`src/rtl/qirq_pkg.sv`:
```
package qirq_pkg;
  localparam int NSRC = 7;
  localparam int B_RX_OVF = 0;
  localparam int B_TX_LOW = 2;
  localparam int B_TX_FULL = 3;
  localparam int B_RX_NE = 4;
  localparam int B_RX_FULL = 5;
  localparam int B_TX_UDF = 6;
  localparam logic [NSRC-1:0] VALID_BITS = 7'b111_1101;
  localparam logic [7:0] OFF_STS = 8'h04;
  localparam logic [7:0] OFF_EN = 8'h08;
  localparam logic [7:0] OFF_DIS = 8'h0C;
  localparam logic [7:0] OFF_MSK = 8'h10;
endpackage

```
`src/rtl/qirq_src.sv`:
```
module qirq_src
  import qirq_pkg::*;
#(
  parameter int LW = 7
) (
  input  logic            rx_ovf_evt_i,
  input  logic            tx_udf_evt_i,
  input  logic            tx_full_i,
  input  logic            rx_nempty_i,
  input  logic            rx_full_i,
  input  logic [LW-1:0]   tx_level_i,
  input  logic [LW-1:0]   tx_wmark_i,
  output logic [NSRC-1:0] set_o
);
  always_comb begin
    set_o = '0;
    set_o[B_RX_OVF]  = rx_ovf_evt_i;
    set_o[B_TX_LOW]  = tx_level_i < tx_wmark_i;
    set_o[B_TX_FULL] = tx_full_i;
    set_o[B_RX_NE]   = rx_nempty_i;
    set_o[B_RX_FULL] = rx_full_i;
    set_o[B_TX_UDF]  = tx_udf_evt_i;
  end
endmodule

```
`src/rtl/qirq_status.sv`:
```
module qirq_status #(
  parameter int N = 7,
  parameter logic [N-1:0] VALID = '1
) (
  input  logic         clk_i,
  input  logic         rst_ni,
  input  logic [N-1:0] set_i,
  input  logic [N-1:0] clr_i,
  output logic [N-1:0] sts_o
);
  logic [N-1:0] sts_q;

  // set beats clear so live levels re-latch
  always_ff @(posedge clk_i or negedge rst_ni) begin
    if (!rst_ni) sts_q <= '0;
    else         sts_q <= ((sts_q & ~clr_i) | set_i) & VALID;
  end
  assign sts_o = sts_q;


  status_hold_chk: assert property (@(posedge clk_i) disable iff (!rst_ni)
    1'b1 |=> ((sts_q & ~$past(clr_i)) & $past(sts_q)) == ($past(sts_q) & ~$past(clr_i)));

  set_wins_chk: assert property (@(posedge clk_i) disable iff (!rst_ni)
    ((set_i & VALID) != '0) |=> ((sts_q & $past(set_i & VALID)) == $past(set_i & VALID)));

  clear_chk: assert property (@(posedge clk_i) disable iff (!rst_ni)
    ((clr_i & ~set_i) != '0) |=> ((sts_q & $past(clr_i & ~set_i)) == '0));
endmodule

```
`src/rtl/qirq_mask.sv`:
```
module qirq_mask #(
  parameter int N = 7,
  parameter logic [N-1:0] VALID = '1
) (
  input  logic         clk_i,
  input  logic         rst_ni,
  input  logic [N-1:0] en_i,
  input  logic [N-1:0] dis_i,
  output logic [N-1:0] msk_o
);
  logic [N-1:0] msk_q;

  always_ff @(posedge clk_i or negedge rst_ni) begin
    if (!rst_ni) msk_q <= '0;
    else         msk_q <= (msk_q | en_i) & ~dis_i & VALID;
  end
  assign msk_o = msk_q;


  mask_set_chk: assert property (@(posedge clk_i) disable iff (!rst_ni)
    ((en_i & VALID) != '0 && dis_i == '0) |=> ((msk_q & $past(en_i & VALID)) == $past(en_i & VALID)));

  mask_clr_chk: assert property (@(posedge clk_i) disable iff (!rst_ni)
    (dis_i != '0) |=> ((msk_q & $past(dis_i)) == '0));
endmodule

```
`src/rtl/qirq_top.sv`:
```
module qirq_top
  import qirq_pkg::*;
#(
  parameter int AW = 8,
  parameter int DW = 32,
  parameter int LW = 7
) (
  input  logic          clk_i,
  input  logic          rst_ni,
  input  logic          req_i,
  input  logic          we_i,
  input  logic [AW-1:0] addr_i,
  input  logic [DW-1:0] wdata_i,
  output logic [DW-1:0] rdata_o,
  input  logic          rx_ovf_evt_i,
  input  logic          tx_udf_evt_i,
  input  logic          tx_full_i,
  input  logic          rx_nempty_i,
  input  logic          rx_full_i,
  input  logic [LW-1:0] tx_level_i,
  input  logic [LW-1:0] tx_wmark_i,
  output logic          irq_o
);
  logic [NSRC-1:0] set_v, clr_v, en_v, dis_v, sts, msk;
  logic wr, rd, irq_q;

  assign wr = req_i & we_i;
  assign rd = req_i & ~we_i;

  assign clr_v = (wr && addr_i == AW'(OFF_STS)) ? wdata_i[NSRC-1:0] : '0;
  assign en_v  = (wr && addr_i == AW'(OFF_EN))  ? wdata_i[NSRC-1:0] & VALID_BITS : '0;
  assign dis_v = (wr && addr_i == AW'(OFF_DIS)) ? wdata_i[NSRC-1:0] : '0;

  qirq_src #(.LW(LW)) u_src (
    .rx_ovf_evt_i(rx_ovf_evt_i), .tx_udf_evt_i(tx_udf_evt_i),
    .tx_full_i(tx_full_i), .rx_nempty_i(rx_nempty_i), .rx_full_i(rx_full_i),
    .tx_level_i(tx_level_i), .tx_wmark_i(tx_wmark_i), .set_o(set_v)
  );

  qirq_status #(.N(NSRC), .VALID(VALID_BITS)) u_sts (
    .clk_i(clk_i), .rst_ni(rst_ni), .set_i(set_v), .clr_i(clr_v), .sts_o(sts)
  );

  qirq_mask #(.N(NSRC), .VALID(VALID_BITS)) u_msk (
    .clk_i(clk_i), .rst_ni(rst_ni), .en_i(en_v), .dis_i(dis_v), .msk_o(msk)
  );

  always_comb begin
    rdata_o = '0;
    if (rd) begin
      if (addr_i == AW'(OFF_STS))      rdata_o = DW'(sts);
      else if (addr_i == AW'(OFF_MSK)) rdata_o = DW'(msk);
    end
  end

  // registered to keep the request line glitch-free
  always_ff @(posedge clk_i or negedge rst_ni) begin
    if (!rst_ni) irq_q <= 1'b0;
    else         irq_q <= |(sts & msk);
  end
  assign irq_o = irq_q;


  irq_source_chk: assert property (@(posedge clk_i) disable iff (!rst_ni)
    $rose(irq_o) |-> ($past(sts & msk) != '0));

  wo_read_zero_chk: assert property (@(posedge clk_i) disable iff (!rst_ni)
    (rd && (addr_i == AW'(OFF_EN) || addr_i == AW'(OFF_DIS))) |-> (rdata_o == '0));

  reserved_zero_chk: assert property (@(posedge clk_i) disable iff (!rst_ni)
    rd |-> (rdata_o[1] == 1'b0 && rdata_o[DW-1:NSRC] == '0));
endmodule

```
`config.mk`:
```
export PLATFORM = sky130hd
export DESIGN_NAME = qirq_top
export DESIGN_NICKNAME = d
export VERILOG_FILES = /design/src/rtl/qirq_pkg.sv /design/src/rtl/qirq_src.sv /design/src/rtl/qirq_status.sv /design/src/rtl/qirq_mask.sv /design/src/rtl/qirq_top.sv
export SDC_FILE = /design/constraint.sdc
export NUM_CORES = 1
export LEC_CHECK = 0
export BUFFER_PORTS_ARGS = -buffer_cell sky130_fd_sc_hd__buf_2
export CORE_MARGIN = 2
export CORE_UTILIZATION = 28
export DETAILED_ROUTE_END_ITERATION = 8
export GPL_ROUTABILITY_DRIVEN = 0
export HOLD_SLACK_MARGIN = 0.08
export SLEW_MARGIN = 10
export SYNTH_ARGS = -nofsm -noshare
export SYNTH_HDL_FRONTEND = slang
export SYNTH_SLANG_ARGS = --single-unit
```
`constraint.sdc`:
```
create_clock -name clk_i -period 2 [get_ports clk_i]
set_input_delay 0.1 -clock clk_i [delete_from_list [all_inputs] [get_ports clk_i]]
set_output_delay 0.1 -clock clk_i [all_outputs]
set_load 0.02 [all_outputs]
```
### After elaboration in Yosys (flattened, before gate mapping)

Cells that the tools add are included.

* memories kept: 0
* memory bits (writable): 0
* bits in latches: 0
* word-level logic and storage cells: 28
* bits in registers: 13
* output and inout bits: 33
* input bits: 63
* memory bits (read-only): 0

* divide/modulo/power cells: 0
* equal/unequal tests: 4
* shift operators: 0
* $lt $le $gt $ge: 1
* mux-type cells: 6
* bitwise operators: 10
* $mul: 0
* reduce and logical (&&, ||, !) cells: 4
* add/sub/neg operators: 0

Operators with widths (count)
* 2-to-1 mux 7 bit: 5
* 2-to-1 mux 32 bit: 1
* bitwise AND 7 bit: 3
* equality test 8 x 4 -> 1 bit (second input constant): 2
* inverter 7 bit: 2
* bitwise OR 7 bit: 2
* equality test 8 x 3 -> 1 bit (second input constant): 1
* equality test 8 x 5 -> 1 bit (second input constant): 1
* less-than comparator 7 bit: 1
* OR reduction 7 bit: 1
* logical AND 1 bit: 3
* bitwise AND 1 bit: 2
* inverter 1 bit: 1

### Logic depth before layout (Yosys ltp)

* depth in word-level cells: 6
* gate-level depth with buffers: 5
* depth with buffers taken out: 5

### Modules after synthesis

Synthesis repeated with hierarchy kept, for this count alone.

* cell total of the unflattened synthesis: 159
* area total of the unflattened synthesis: 1331.3 um2

By module, submodules not included
* qirq_top: times used 1, area each 679.4 um2, cells an instance 95
* qirq_status: times used 1, area each 229.0 um2, cells an instance 20
* qirq_mask: times used 1, area each 221.5 um2, cells an instance 14
* qirq_src: times used 1, area each 201.4 um2, cells an instance 30

### Least setup slack after synthesis

No wires, ideal clock.

* path type: input to output
* start: in addr_i[5]
* end: out rdata_o[0]
* path buffers: 0
* slack: 0.357 ns
* arrival: 1.543 ns
* stages: 4
* data required time: 1.900 ns
* path through: or4b_4 or3_4 nor3_4 a22o_1

* word-level cells in the longest chain between the ends: 4

RTL lines
* start: declaration: RTL line qirq_top.sv:12 `input logic [AW-1:0] addr_i,`
* equality test 8 x 5 -> 1 bit: RTL line qirq_top.sv:52 `else if (addr_i == AW'(OFF_MSK)) rdata_o = DW'(msk);`
* 2-to-1 mux 7 bit: RTL line qirq_top.sv:52
* 2-to-1 mux 7 bit (*): RTL line qirq_top.sv:51 `if (addr_i == AW'(OFF_STS)) rdata_o = DW'(sts);`
* 2-to-1 mux 32 bit (*): RTL line qirq_top.sv:50 `if (rd) begin`
* end: declaration: RTL line qirq_top.sv:14 `output logic [DW-1:0] rdata_o,`

Every way passes the cells marked *; elsewhere a longest branch is shown, timed or not.

### Final worst setup path

* start: in addr_i[5]
* end: out rdata_o[5]

The elaborated chain is that of the path after synthesis.

==> flow_summary.toml <==
[timing]
setup_tns_ns = 0
finalMaxSlewViolations = 0
hold_viol_final = 0
fin_crit_ns = 1.94
max_clock_freq_mhz = 515
final.period_utilization_pct = 97.0
hold-worst-slack_ns = 0.219
rsz0062_at_grt = "no"
setup_violations = 0
skew_ns = 0.00534

[floorplan]
die_x_um = 63.5
start_util_pct = 29.5
core_um2 = 3360
die_height_um = 63.5
pin_count = 96
dieArea_um2 = 4040
num_rows = 21

[synth]
synth-seq-cells = 13
synth_top_area_share_pct = 32.8
synthArstFlopShare_pct = 100
ys.warnings.count = 0
synthFlopType = "dfrtp_1"
postSynthCellCount = 107
netlist_area_um2 = 992
synth.distinct_cells = 22
avgSynthCellArea_um2 = 9.27
yosys.area.top_type = "dfrtp_1"
synth-edff-count = 0
synthTopCellsByArea = "dfrtp_1, buf_4, a21oi_1"
seq_area_frac_synth_pct = 32.8
synth_common_cells = "buf_4, a21oi_1, dfrtp_1"
yosysMostFrequentCell = "buf_4"

[clocking]
path_clk_slew_ns = 0.08
cts_made_buffers = 3
h-tree-depth = 1
clockBufferDepth = 2
cts.sinks = 13
cts_tree = "done"
cts-root-buf = "clkbuf_4"
worstSkewPairLatency_ns = 0.28

[worst_setup_path]
end_kind = "output pin"
path_cells = "buf_2 -> or4b_4 -> or3_4 -> nor3_4 -> a22o_1 -> buf_2"
critPathKind = "primary input to output pin"
cp.required_ns = 1.90
cpPeakStageDelay_ns = 0.56
slowest_stage = "or4b_4"
rrSetupSlack_ns = 1.15
crit_buf_inv = 2
critPathTopFamily = "simple AND/OR/NAND/NOR gates"
crit_path_max_fanout = 6
start_kind = "primary input"
cpMostUsedCell = "buf_2"
cp.arrival_ns = 1.84

[final_layout]
multi_input_area_um2 = 539
antenna_cells = 0
fillCellCount = 370
ff_latch_area_um2 = 325
final_util_pct = 39.8
drive_above_1_share_pct = 32.7
design_area_um2 = 1340
finalNonFillerCells = 214
area_delta_synth_final_pct = 34.8
nNetsFinal = 238

[drt]
drt_pre_antenna_iters = 4
via_count = 942
antenna_left = 0
wl_um = 2380
avgViaCountPerCell = 4.40
drc = 0
post_drt_wl_per_cell_um = 11.1
drt_first_iter_violations = 11

[status]
status = "finished, final reports clean"

[flow_run]
maxCapViolCount = 0

[global_route]
grt_pass1_vias = 923
grt_max_degree = 14
grt_overflow_total = 0
grt_usage_pct = 11.9
grt_pass1_wl_um = 3820
antenna_found_initial = 0

[power]
power_density_nw_per_um2 = 444
peakVddDrop_uv = 370
p_leak_nw = 0.683

[placement]
portBuffers = 43
hpwlAfterDp_um = 1830
place_area_um2 = 1190
placed_cells = 198

[min_path]
hp-class = "primary input to async pin"
## routing by layer
metal / vias up / wire [µm] / global-route usage, %
met5: - / 0 / 0
met2: 49 / 1190 / 22.5
met4: 0 / 51 / 5.71
li1: 451 / - / -
met3: 5 / 186 / 1.96
met1: 437 / 952 / 12.6
## cell usage in the layout (no fill, tap or decap)
| cell | synthesis | layout |
|---|---|---|
| a22oi_1 | 3 | 3 |
| conb_1 | 1 | 26 |
| nand3b_1 | 1 | 1 |
| nor3_1 | 2 | 2 |
| dlygate4sd3_1 | 0 | 12 |
| nor3_4 | 2 | 2 |
| nor4_2 | 1 | 1 |
| or3b_2 | 1 | 1 |
| a21o_1 | 5 | 5 |
| o2bb2ai_1 | 1 | 1 |
| nand4_1 | 2 | 2 |
| a21oi_1 | 15 | 15 |
| or4b_4 | 1 | 1 |
| ha_1 | 6 | 6 |
| clkbuf_1 | 0 | 1 |
| nand2_1 | 6 | 6 |
| or3_1 | 1 | 1 |
| clkbuf_4 | 0 | 3 |
| nand3_1 | 4 | 4 |
| a22o_1 | 6 | 6 |
| nand2b_1 | 2 | 2 |
| dfrtp_1 | 13 | 13 |
| buf_4 | 26 | 5 |
| inv_1 | 7 | 7 |
| or3_4 | 1 | 1 |
| buf_2 | 0 | 41 |
## report_power, final
group          total, mW  internal [mW]  switching, mW
Sequential         0.272          0.269        0.00367
Combinational      0.155         0.0616         0.0936
Clock              0.167         0.0775         0.0890
## logic make-up after synthesis
group                      synth area share [%]
AOI/OAI and AO/OA                          19.8
DFF                                        32.8
buffers and inverters                      22.3
adders and majority gates                  7.57
and+or+nand+nor                            17.1
other                                     0.378
## timing repair
item | CTS | global route
endpoints found under the setup margin | 0 | 2
resized for setup | 0 | 2
setup buffers | 0 | 0
hold buffers | 12 | 0
endpoints found under the hold margin | 24 | 0
## worst paths after layout
check                               start             end  depth (start not counted)
hold / removal                     rst_ni           irq_o                          2
setup / recovery                addr_i[5]      rdata_o[5]                          6
hold reg to reg            u_sts.sts_o[6]  u_sts.sts_o[6]                          1
min in group clk_i          tx_wmark_i[0]  u_sts.sts_o[2]                          5
setup reg to reg           u_sts.sts_o[5]           irq_o                          2
max in group asynchronous          rst_ni  u_msk.msk_o[0]                          2
## registers in the layout, indices dropped and copies added (netlist names)
signal,count
u_sts.sts_o,6
u_msk.msk_o,6
irq_o,1
## layout make-up
class                           instances  share of cell area (%)
Sequential cell                        13                    24.3
Timing Repair Buffer                   58                    27.1
Multi-Input combinational cell         86                    40.3
Inverter                                7                    1.96
Clock buffer                            4                    1.96
Tap cell                               46                    4.30
## stage by stage
stage / power (mW) / setup WS (ns)
after global routing: 0.622 / 0.00237
final: 0.594 / 0.0601
after CTS: 0.597 / 0.0732
after global placement: 0.409 / 0.0994
after detailed placement: 0.414 / 0.0725
after floorplan: 0.397 / 0.357
(Power assumes the default switching activity.)
